===== config.mk =====
export PLATFORM = sky130hd
export DESIGN_NAME = card_window_mapper
export DESIGN_NICKNAME = d
export VERILOG_FILES = /design/src/rtl/cwm_pkg.sv /design/src/rtl/cwm_presence_sync.sv /design/src/rtl/cwm_card_regs.sv /design/src/rtl/cwm_decode.sv /design/src/rtl/card_window_mapper.sv
export SDC_FILE = /design/constraint.sdc
export NUM_CORES = 1
export LEC_CHECK = 0
export BUFFER_PORTS_ARGS = -buffer_cell sky130_fd_sc_hd__buf_2
export CAP_MARGIN = 0
export CORE_ASPECT_RATIO = 1.2
export CORE_MARGIN = 2
export CORE_UTILIZATION = 41
export DETAILED_ROUTE_END_ITERATION = 7
export PLACE_DENSITY = 0.82
export SKIP_CTS_REPAIR_TIMING = 1
export SLEW_MARGIN = 10
export SYNTH_ARGS = -nofsm -noshare
export SYNTH_HDL_FRONTEND = slang
export SYNTH_HIERARCHICAL = 1
export SYNTH_SLANG_ARGS = --single-unit

===== constraint.sdc =====
create_clock -name clk -period 1.7 [get_ports clk]
set_input_delay 0.085 -clock clk [delete_from_list [all_inputs] [get_ports clk]]
set_output_delay 0.085 -clock clk [all_outputs]
set_load 0.02 [all_outputs]

===== src/rtl/cwm_pkg.sv =====
package cwm_pkg;

    localparam int CWM_ADDR_W     = 24;
    localparam int CWM_NUM_SLOTS  = 3;
    localparam int CWM_SYS_SLOT   = 0;
    localparam int CWM_PERIPH_AW  = 11;
    localparam int CWM_SYNC_STAGES = 2;

    // Which selection register a write addresses
    typedef enum logic {
        SPC_CODE = 1'b0,
        SPC_DATA = 1'b1
    } cwm_space_e;

    // Decode region of one access
    typedef enum logic [1:0] {
        RGN_IDLE   = 2'd0,
        RGN_LOW    = 2'd1,
        RGN_PERIPH = 2'd2,
        RGN_WINDOW = 2'd3
    } cwm_region_e;

    // Per-access flag bundle leaving the decoder
    typedef struct packed {
        logic periph;
        logic err;
        logic hit;
    } cwm_flags_t;

    function automatic cwm_region_e classify(input logic valid, input logic top_bit,
                                             input logic periph_ones);
        if (!valid)
            return RGN_IDLE;
        else if (top_bit)
            return RGN_WINDOW;
        else if (periph_ones)
            return RGN_PERIPH;
        else
            return RGN_LOW;
    endfunction

endpackage


===== src/rtl/cwm_presence_sync.sv =====
module cwm_presence_sync #(
    parameter int NUM_SLOTS = cwm_pkg::CWM_NUM_SLOTS,
    parameter int STAGES    = cwm_pkg::CWM_SYNC_STAGES
) (
    input  logic                 clk,
    input  logic                 rst,
    input  logic [NUM_SLOTS-1:0] present_async,
    output logic [NUM_SLOTS-1:0] present_sync
);

    for (genvar s = 0; s < NUM_SLOTS; s++) begin : g_slot
        logic [STAGES-1:0] chain;
        always_ff @(posedge clk) begin
            if (rst)
                chain <= '0;
            else if (STAGES == 1)
                chain[0] <= present_async[s];
            else
                chain <= {chain[STAGES-2:0], present_async[s]};
        end
        assign present_sync[s] = chain[STAGES-1];
    end

endmodule


===== src/rtl/cwm_card_regs.sv =====
module cwm_card_regs
    import cwm_pkg::*;
#(
    parameter int NUM_SLOTS = CWM_NUM_SLOTS,
    parameter int SYS_SLOT  = CWM_SYS_SLOT,
    localparam int SLOT_W   = (NUM_SLOTS > 1) ? $clog2(NUM_SLOTS) : 1
) (
    input  logic              clk,
    input  logic              rst,
    input  logic              bus_valid,
    input  logic              wr_en,
    input  cwm_space_e        wr_target,
    input  logic [SLOT_W-1:0] wr_slot,
    output logic [SLOT_W-1:0] code_card,
    output logic [SLOT_W-1:0] data_card
);

    localparam logic [SLOT_W:0]   SLOT_LIMIT = (SLOT_W+1)'(NUM_SLOTS);
    localparam logic [SLOT_W-1:0] RESET_SLOT = SLOT_W'(SYS_SLOT);

    logic [SLOT_W-1:0] pend_q [2];
    logic [SLOT_W-1:0] pend_d [2];
    logic [SLOT_W-1:0] comm_q [2];
    logic              slot_ok;

    assign slot_ok = ({1'b0, wr_slot} < SLOT_LIMIT);

    always_comb begin
        pend_d[0] = pend_q[0];
        pend_d[1] = pend_q[1];
        if (wr_en && slot_ok) begin
            if (wr_target == SPC_DATA)
                pend_d[1] = wr_slot;
            else
                pend_d[0] = wr_slot;
        end
    end

    for (genvar k = 0; k < 2; k++) begin : g_sel
        always_ff @(posedge clk) begin
            if (rst) begin
                pend_q[k] <= RESET_SLOT;
                comm_q[k] <= RESET_SLOT;
            end else begin
                pend_q[k] <= pend_d[k];
                if (!bus_valid)
                    comm_q[k] <= pend_d[k];
            end
        end
    end

    assign code_card = comm_q[0];
    assign data_card = comm_q[1];

endmodule


===== src/rtl/cwm_decode.sv =====
module cwm_decode
    import cwm_pkg::*;
#(
    parameter int ADDR_W    = CWM_ADDR_W,
    parameter int NUM_SLOTS = CWM_NUM_SLOTS,
    parameter int SYS_SLOT  = CWM_SYS_SLOT,
    parameter int PERIPH_AW = CWM_PERIPH_AW,
    localparam int SLOT_W   = (NUM_SLOTS > 1) ? $clog2(NUM_SLOTS) : 1,
    localparam int OFF_W    = ADDR_W - 1
) (
    input  logic                 valid,
    input  logic [ADDR_W-1:0]    addr,
    input  logic                 is_code,
    input  logic [SLOT_W-1:0]    code_card,
    input  logic [SLOT_W-1:0]    data_card,
    input  logic [NUM_SLOTS-1:0] present,
    output logic [NUM_SLOTS-1:0] cs,
    output logic [OFF_W-1:0]     offset,
    output cwm_flags_t           flags
);

    localparam logic [SLOT_W-1:0] SYS_IDX = SLOT_W'(SYS_SLOT);

    cwm_region_e       region;
    logic [SLOT_W-1:0] target;
    logic              periph_ones;
    logic              target_here;

    assign periph_ones = &addr[ADDR_W-2:PERIPH_AW];
    assign region      = classify(valid, addr[ADDR_W-1], periph_ones);

    always_comb begin
        unique case (region)
            RGN_WINDOW: target = is_code ? code_card : data_card;
            default:    target = SYS_IDX;
        endcase
    end

    assign target_here = present[target];

    always_comb begin
        cs           = '0;
        offset       = '0;
        flags        = '0;
        unique case (region)
            RGN_IDLE: ;
            RGN_PERIPH: flags.periph = 1'b1;
            RGN_LOW, RGN_WINDOW: begin
                if (target_here) begin
                    cs        = NUM_SLOTS'(1) << target;
                    offset    = addr[OFF_W-1:0];
                    flags.hit = 1'b1;
                end else begin
                    flags.err = 1'b1;
                end
            end
            default: ;
        endcase
    end

endmodule


===== src/rtl/card_window_mapper.sv =====
module card_window_mapper
    import cwm_pkg::*;
#(
    parameter int ADDR_W    = CWM_ADDR_W,
    parameter int NUM_SLOTS = CWM_NUM_SLOTS,
    parameter int SYS_SLOT  = CWM_SYS_SLOT,
    parameter int PERIPH_AW = CWM_PERIPH_AW,
    parameter int STAGES    = CWM_SYNC_STAGES,
    localparam int SLOT_W   = (NUM_SLOTS > 1) ? $clog2(NUM_SLOTS) : 1,
    localparam int OFF_W    = ADDR_W - 1
) (
    input  logic                 clk,
    input  logic                 rst,
    input  logic                 bus_valid,
    input  logic [ADDR_W-1:0]    bus_addr,
    input  logic                 bus_is_code,
    input  logic                 reg_wr_en,
    input  logic                 reg_wr_target,
    input  logic [SLOT_W-1:0]    reg_wr_slot,
    input  logic [NUM_SLOTS-1:0] slot_present,
    output logic [NUM_SLOTS-1:0] slot_cs,
    output logic [OFF_W-1:0]     card_offset,
    output logic                 periph_sel,
    output logic                 bus_err
);

    logic [NUM_SLOTS-1:0] present_sync;
    logic [SLOT_W-1:0]    code_card;
    logic [SLOT_W-1:0]    data_card;
    cwm_flags_t           flags;
    cwm_space_e           wr_space;

    assign wr_space = cwm_space_e'(reg_wr_target);

    cwm_presence_sync #(
        .NUM_SLOTS (NUM_SLOTS),
        .STAGES    (STAGES)
    ) i_sync (
        .clk           (clk),
        .rst           (rst),
        .present_async (slot_present),
        .present_sync  (present_sync)
    );

    cwm_card_regs #(
        .NUM_SLOTS (NUM_SLOTS),
        .SYS_SLOT  (SYS_SLOT)
    ) i_regs (
        .clk       (clk),
        .rst       (rst),
        .bus_valid (bus_valid),
        .wr_en     (reg_wr_en),
        .wr_target (wr_space),
        .wr_slot   (reg_wr_slot),
        .code_card (code_card),
        .data_card (data_card)
    );

    cwm_decode #(
        .ADDR_W    (ADDR_W),
        .NUM_SLOTS (NUM_SLOTS),
        .SYS_SLOT  (SYS_SLOT),
        .PERIPH_AW (PERIPH_AW)
    ) i_dec (
        .valid     (bus_valid),
        .addr      (bus_addr),
        .is_code   (bus_is_code),
        .code_card (code_card),
        .data_card (data_card),
        .present   (present_sync),
        .cs        (slot_cs),
        .offset    (card_offset),
        .flags     (flags)
    );

    assign periph_sel = flags.periph;
    assign bus_err    = flags.err;

endmodule


# == Word-level counts from Yosys, hierarchy flattened ==
# Memories as Yosys holds them, arrays and structs flattened.
# Cells that the tools add are included.
# word_totals
regBits,6
ramBits,8
input_bits,35
output_inout_bits,28
word_cells,46
mem_count,2
# op_classes
magnitude_cmp,2
n_eq_ne,3
shift,1
n_mux,28
n_bitwise,4
n_reduce_logical,3
# mem_list
name,depth,width,read_ports,rd_ports_with_merged_regs,wr,line_no,rtl
i_regs.comm_q,2,2,2,0,2,cwm_card_regs.sv:23,logic [SLOT_W-1:0] comm_q [2];
i_regs.pend_q,2,2,2,0,2,cwm_card_regs.sv:21,logic [SLOT_W-1:0] pend_q [2];
# op_table
op,count
two-way mux 23 bit,2
two-way mux 2 bit,12
AND reduction 12 bit,1
two-way mux 1 bit,10
two-way mux 3 bit,2
== test 2 bit (second input constant),2
two-way mux 4 bit,1
OR 1 bit,4
< comparator 2 x 3 -> 1 bit (second input constant),1
left shift 1 x 2 -> 3 bit (first input constant),1
binary-select mux 1 bit (select 2 bit),1
== test 2 x 1 -> 1 bit (second input constant),1
< comparator 2 bit (second input constant),1
OR reduction 2 bit,1
logical AND 1 bit,1

# == Depth between registers and ports, before layout ==
# logic_depth
word_depth,10
ltp_mapped,6
ltp_nobuf,4

# == Hierarchy ==
# Netlist, hierarchy kept.
# modules_own_cells
module,n_inst,cells_per_inst,area_per_inst_um2,seq_area_each_um2
cwm_decode,1,71,405.4,0.0
cwm_card_regs,1,30,362.8,200.2
cwm_presence_sync,1,15,180.2,120.1

# == Worst setup path after synthesis ==
# No wires, ideal clock.
# synth_timing
path_type,register -> output
startpoint,mem i_regs/comm_q[0][1] (netlist name)
endpoint,out card_offset[10]
t_arrival_ns,1.656
required_time_ns,1.615
path_slack_ns,-0.041
path_stages_with_launch,6
n_path_buf,1
path_cell_list,edfxtp_1 -> mux2_2 -> nor4b_4 -> a311oi_4 -> buf_6 -> nor2_1
# synth_lines
element,line_no,rtl
start: declaration,cwm_card_regs.sv:23,
end: declaration,card_window_mapper.sv:22,"output logic [OFF_W-1:0] card_offset,"

==> flow_summary_export.csv <==
group,metric,value,unit
outcome,outcome,"finished with violations",
outcome,violations,"setup timing",
pwr,p_leak,0.707,nW
sta,timing_hold_violations_final,0,
sta,rsz0062_at_grt,"yes",
critical_path,cp.arrival,1940,ps
sta,fmax,494,MHz
global_routing,first_global_vias,895,
clock_network,cts.sinks,14,
pwr,p_seq_frac,0.430,
clock_network,ctsHtreeMaxLevel,1,
floorplan,core-area,2230,sq um
route,vias_per_cell,5.23,
sta,tightest_slew,315,ps
pwr,ir_drop,457,uV
clock_network,cts_tree,"built",
critical_path,worst-path-max-fanout,8,
global_routing,busiest_layer,"met2",
pwr,clkPwrFrac,0.272,
sta,drv_slew,0,
pwr,p_int,605,uW
floorplan,die_h,56.5,um
critical_path,cp.required,1620,ps
finish,nets,217,
global_routing,grtUsageMet2,0.339,
clock_network,clk_pin_slew,80,ps
finish,final_common_cell,"buf_2",
clock_network,cts_made_buffers,3,
route,routed_wl,3380,um
critical_path,worst-r2r-setup-slack,940,ps
pwr,p_switching,243,uW
yosys,yosys_warnings,6,
clock_network,clk_latency,270,ps
clock_network,ctsLongestPathBuffers,2,
pwr,p_per_area,519,nW/um^2
critical_path,critPathKind,"register to output port",
global_routing,met3_usage,0.0289,
route,drt-initial-drc-count,26,
finish,fin_area,1630,sq um
placed_design,pre_cts_ws,-17.4,ps
route,vias,1109,
min_path,hp-class,"primary input to register",
min_path,holdCritStartpoint,"slot_present[1]",
yosys,syn_area,942,sq um
placed_design,place_area,1320,sq um
route,ant_nets,0,
floorplan,dieWidth,47.8,um
global_routing,grt_max_degree,25,
placed_design,port_buffers,62,
yosys,synthCells,115,
min_path,min_to,"i_sync/g_slot[1].chain[0]",
critical_path,r2r-start,"i_regs/pend_q[0][0]",
global_routing,grtUsageTotal,0.165,
pwr,sw_frac_of_total,0.287,
global_routing,use_met1,0.138,
clock_network,clock-root-buffer,"clkbuf_4",
run,cap_violations,0,
finish,n_antenna_cell,0,
placed_design,post-dp-hpwl,1940,um
sta,clock_skew,1.97,ps
route,route.detailed.drc,0,
global_routing,gr-total-overflow,0,
pwr,combPwrFrac,0.298,
critical_path,crit-reg2reg-capture,"i_regs/comm_q[0][0]",
route,wl_per_cell,15.9,um
route,first_pass_iters,4,
finish,syn2layout_area_growth,73.4,%
yosys,syn_nets,150,
min_path,worstHoldPathCells,2,
floorplan,ioPinCount,63,
critical_path,ff2ff_path_depth,2,
sta,worst_slack,-323,ps
sta,min_period_over_period,1.19,
finish,final_layout_size_suffix_gt1_frac,0.580,
critical_path,cp-start-kind,"register",
global_routing,grt_pass1_wl,3350,um
placed_design,gp_congestion,0.709,
sta,max_slew_margin,0.789,
floorplan,initial_core_util,0.422,
sta,setup_viol,24,
sta,fin_crit,2020,ps
yosys,avgSynthCellArea,8.19,sq um
finish,mostFrequentLayoutCells,"37 x buf_2, 26 x nand2_1, 18 x buf_6",
floorplan,rows,19,
global_routing,grt_antenna_before_repair,0,
floorplan,die_area,2700,sq um
critical_path,endpoint_kind,"output port",
## stage by stage
| stage | cells | setup TNS [ps] | utilization | hold slack, ps | power (mW) |
|---|---|---|---|---|---|
| 2_1_floorplan | 115 | -518 | - | 157 | 0.487 |
| 3_3_place_gp | 204 | 0 | 0.592 | 294 | 0.555 |
| 3_5_place_dp | 204 | -17.4 | 0.592 | 299 | 0.564 |
| 4_1_cts | 208 | -6650 | 0.609 | 8.91 | 0.794 |
| 5_1_grt | 212 | -8510 | 0.731 | 27.6 | 0.890 |
| 6_report | 212 | -7150 | 0.731 | 16.1 | 0.848 |
## cell type report
class	count	area, sq um
clock buffers	4	36.3
fillers	159	601
inverters	7	26.3
multi-input cells	87	672
flip-flops and latches	14	320
well taps	31	38.8
repair buffers	69	541
## worst max path at each step
stage / startpoint / to / slack, ps
2_1_floorplan: i_regs/comm_q[0][1] / card_offset[10] / -30
3_3_place_gp: i_regs/comm_q[1][0] / bus_err / 40
3_5_place_dp: i_regs/comm_q[1][0] / bus_err / -20
5_1_grt: i_regs/comm_q[1][1] / card_offset[2] / -380
6_report: i_regs/comm_q[1][1] / card_offset[2] / -320
4_1_cts: i_regs/comm_q[1][0] / bus_err / -340
## power by group through the flow
stage / combinational, mW / sequential (mW) / clock [mW]
floorplan: 0.116 / 0.370 / 0
global placement: 0.184 / 0.371 / 0
detailed placement: 0.192 / 0.372 / 0
CTS: 0.192 / 0.364 / 0.238
global route: 0.269 / 0.366 / 0.254
finish: 0.253 / 0.365 / 0.230
## worst max-delay path: stages (launching register included)
cell       delay [ps]
edfxtp_1          390
mux2_4            310
nor4b_4           150
a311oi_4          270
buf_6             180
clkbuf_16         190
nor2_4             50
buf_6             130
## sequential cells by signal, indices dropped and copies added, names as in the netlist
register	count
i_sync/g_slot.chain	6
i_regs/comm_q	4
i_regs/pend_q	4
## layer usage
layer | vias up | part of all wire
met2 | 65 | 0.56
met1 | 519 | 0.33
met4 | 0 | 0.024
met5 | - | 0
met3 | 8 | 0.089
li1 | 517 | -
Power figures use the tool's default switching activity.
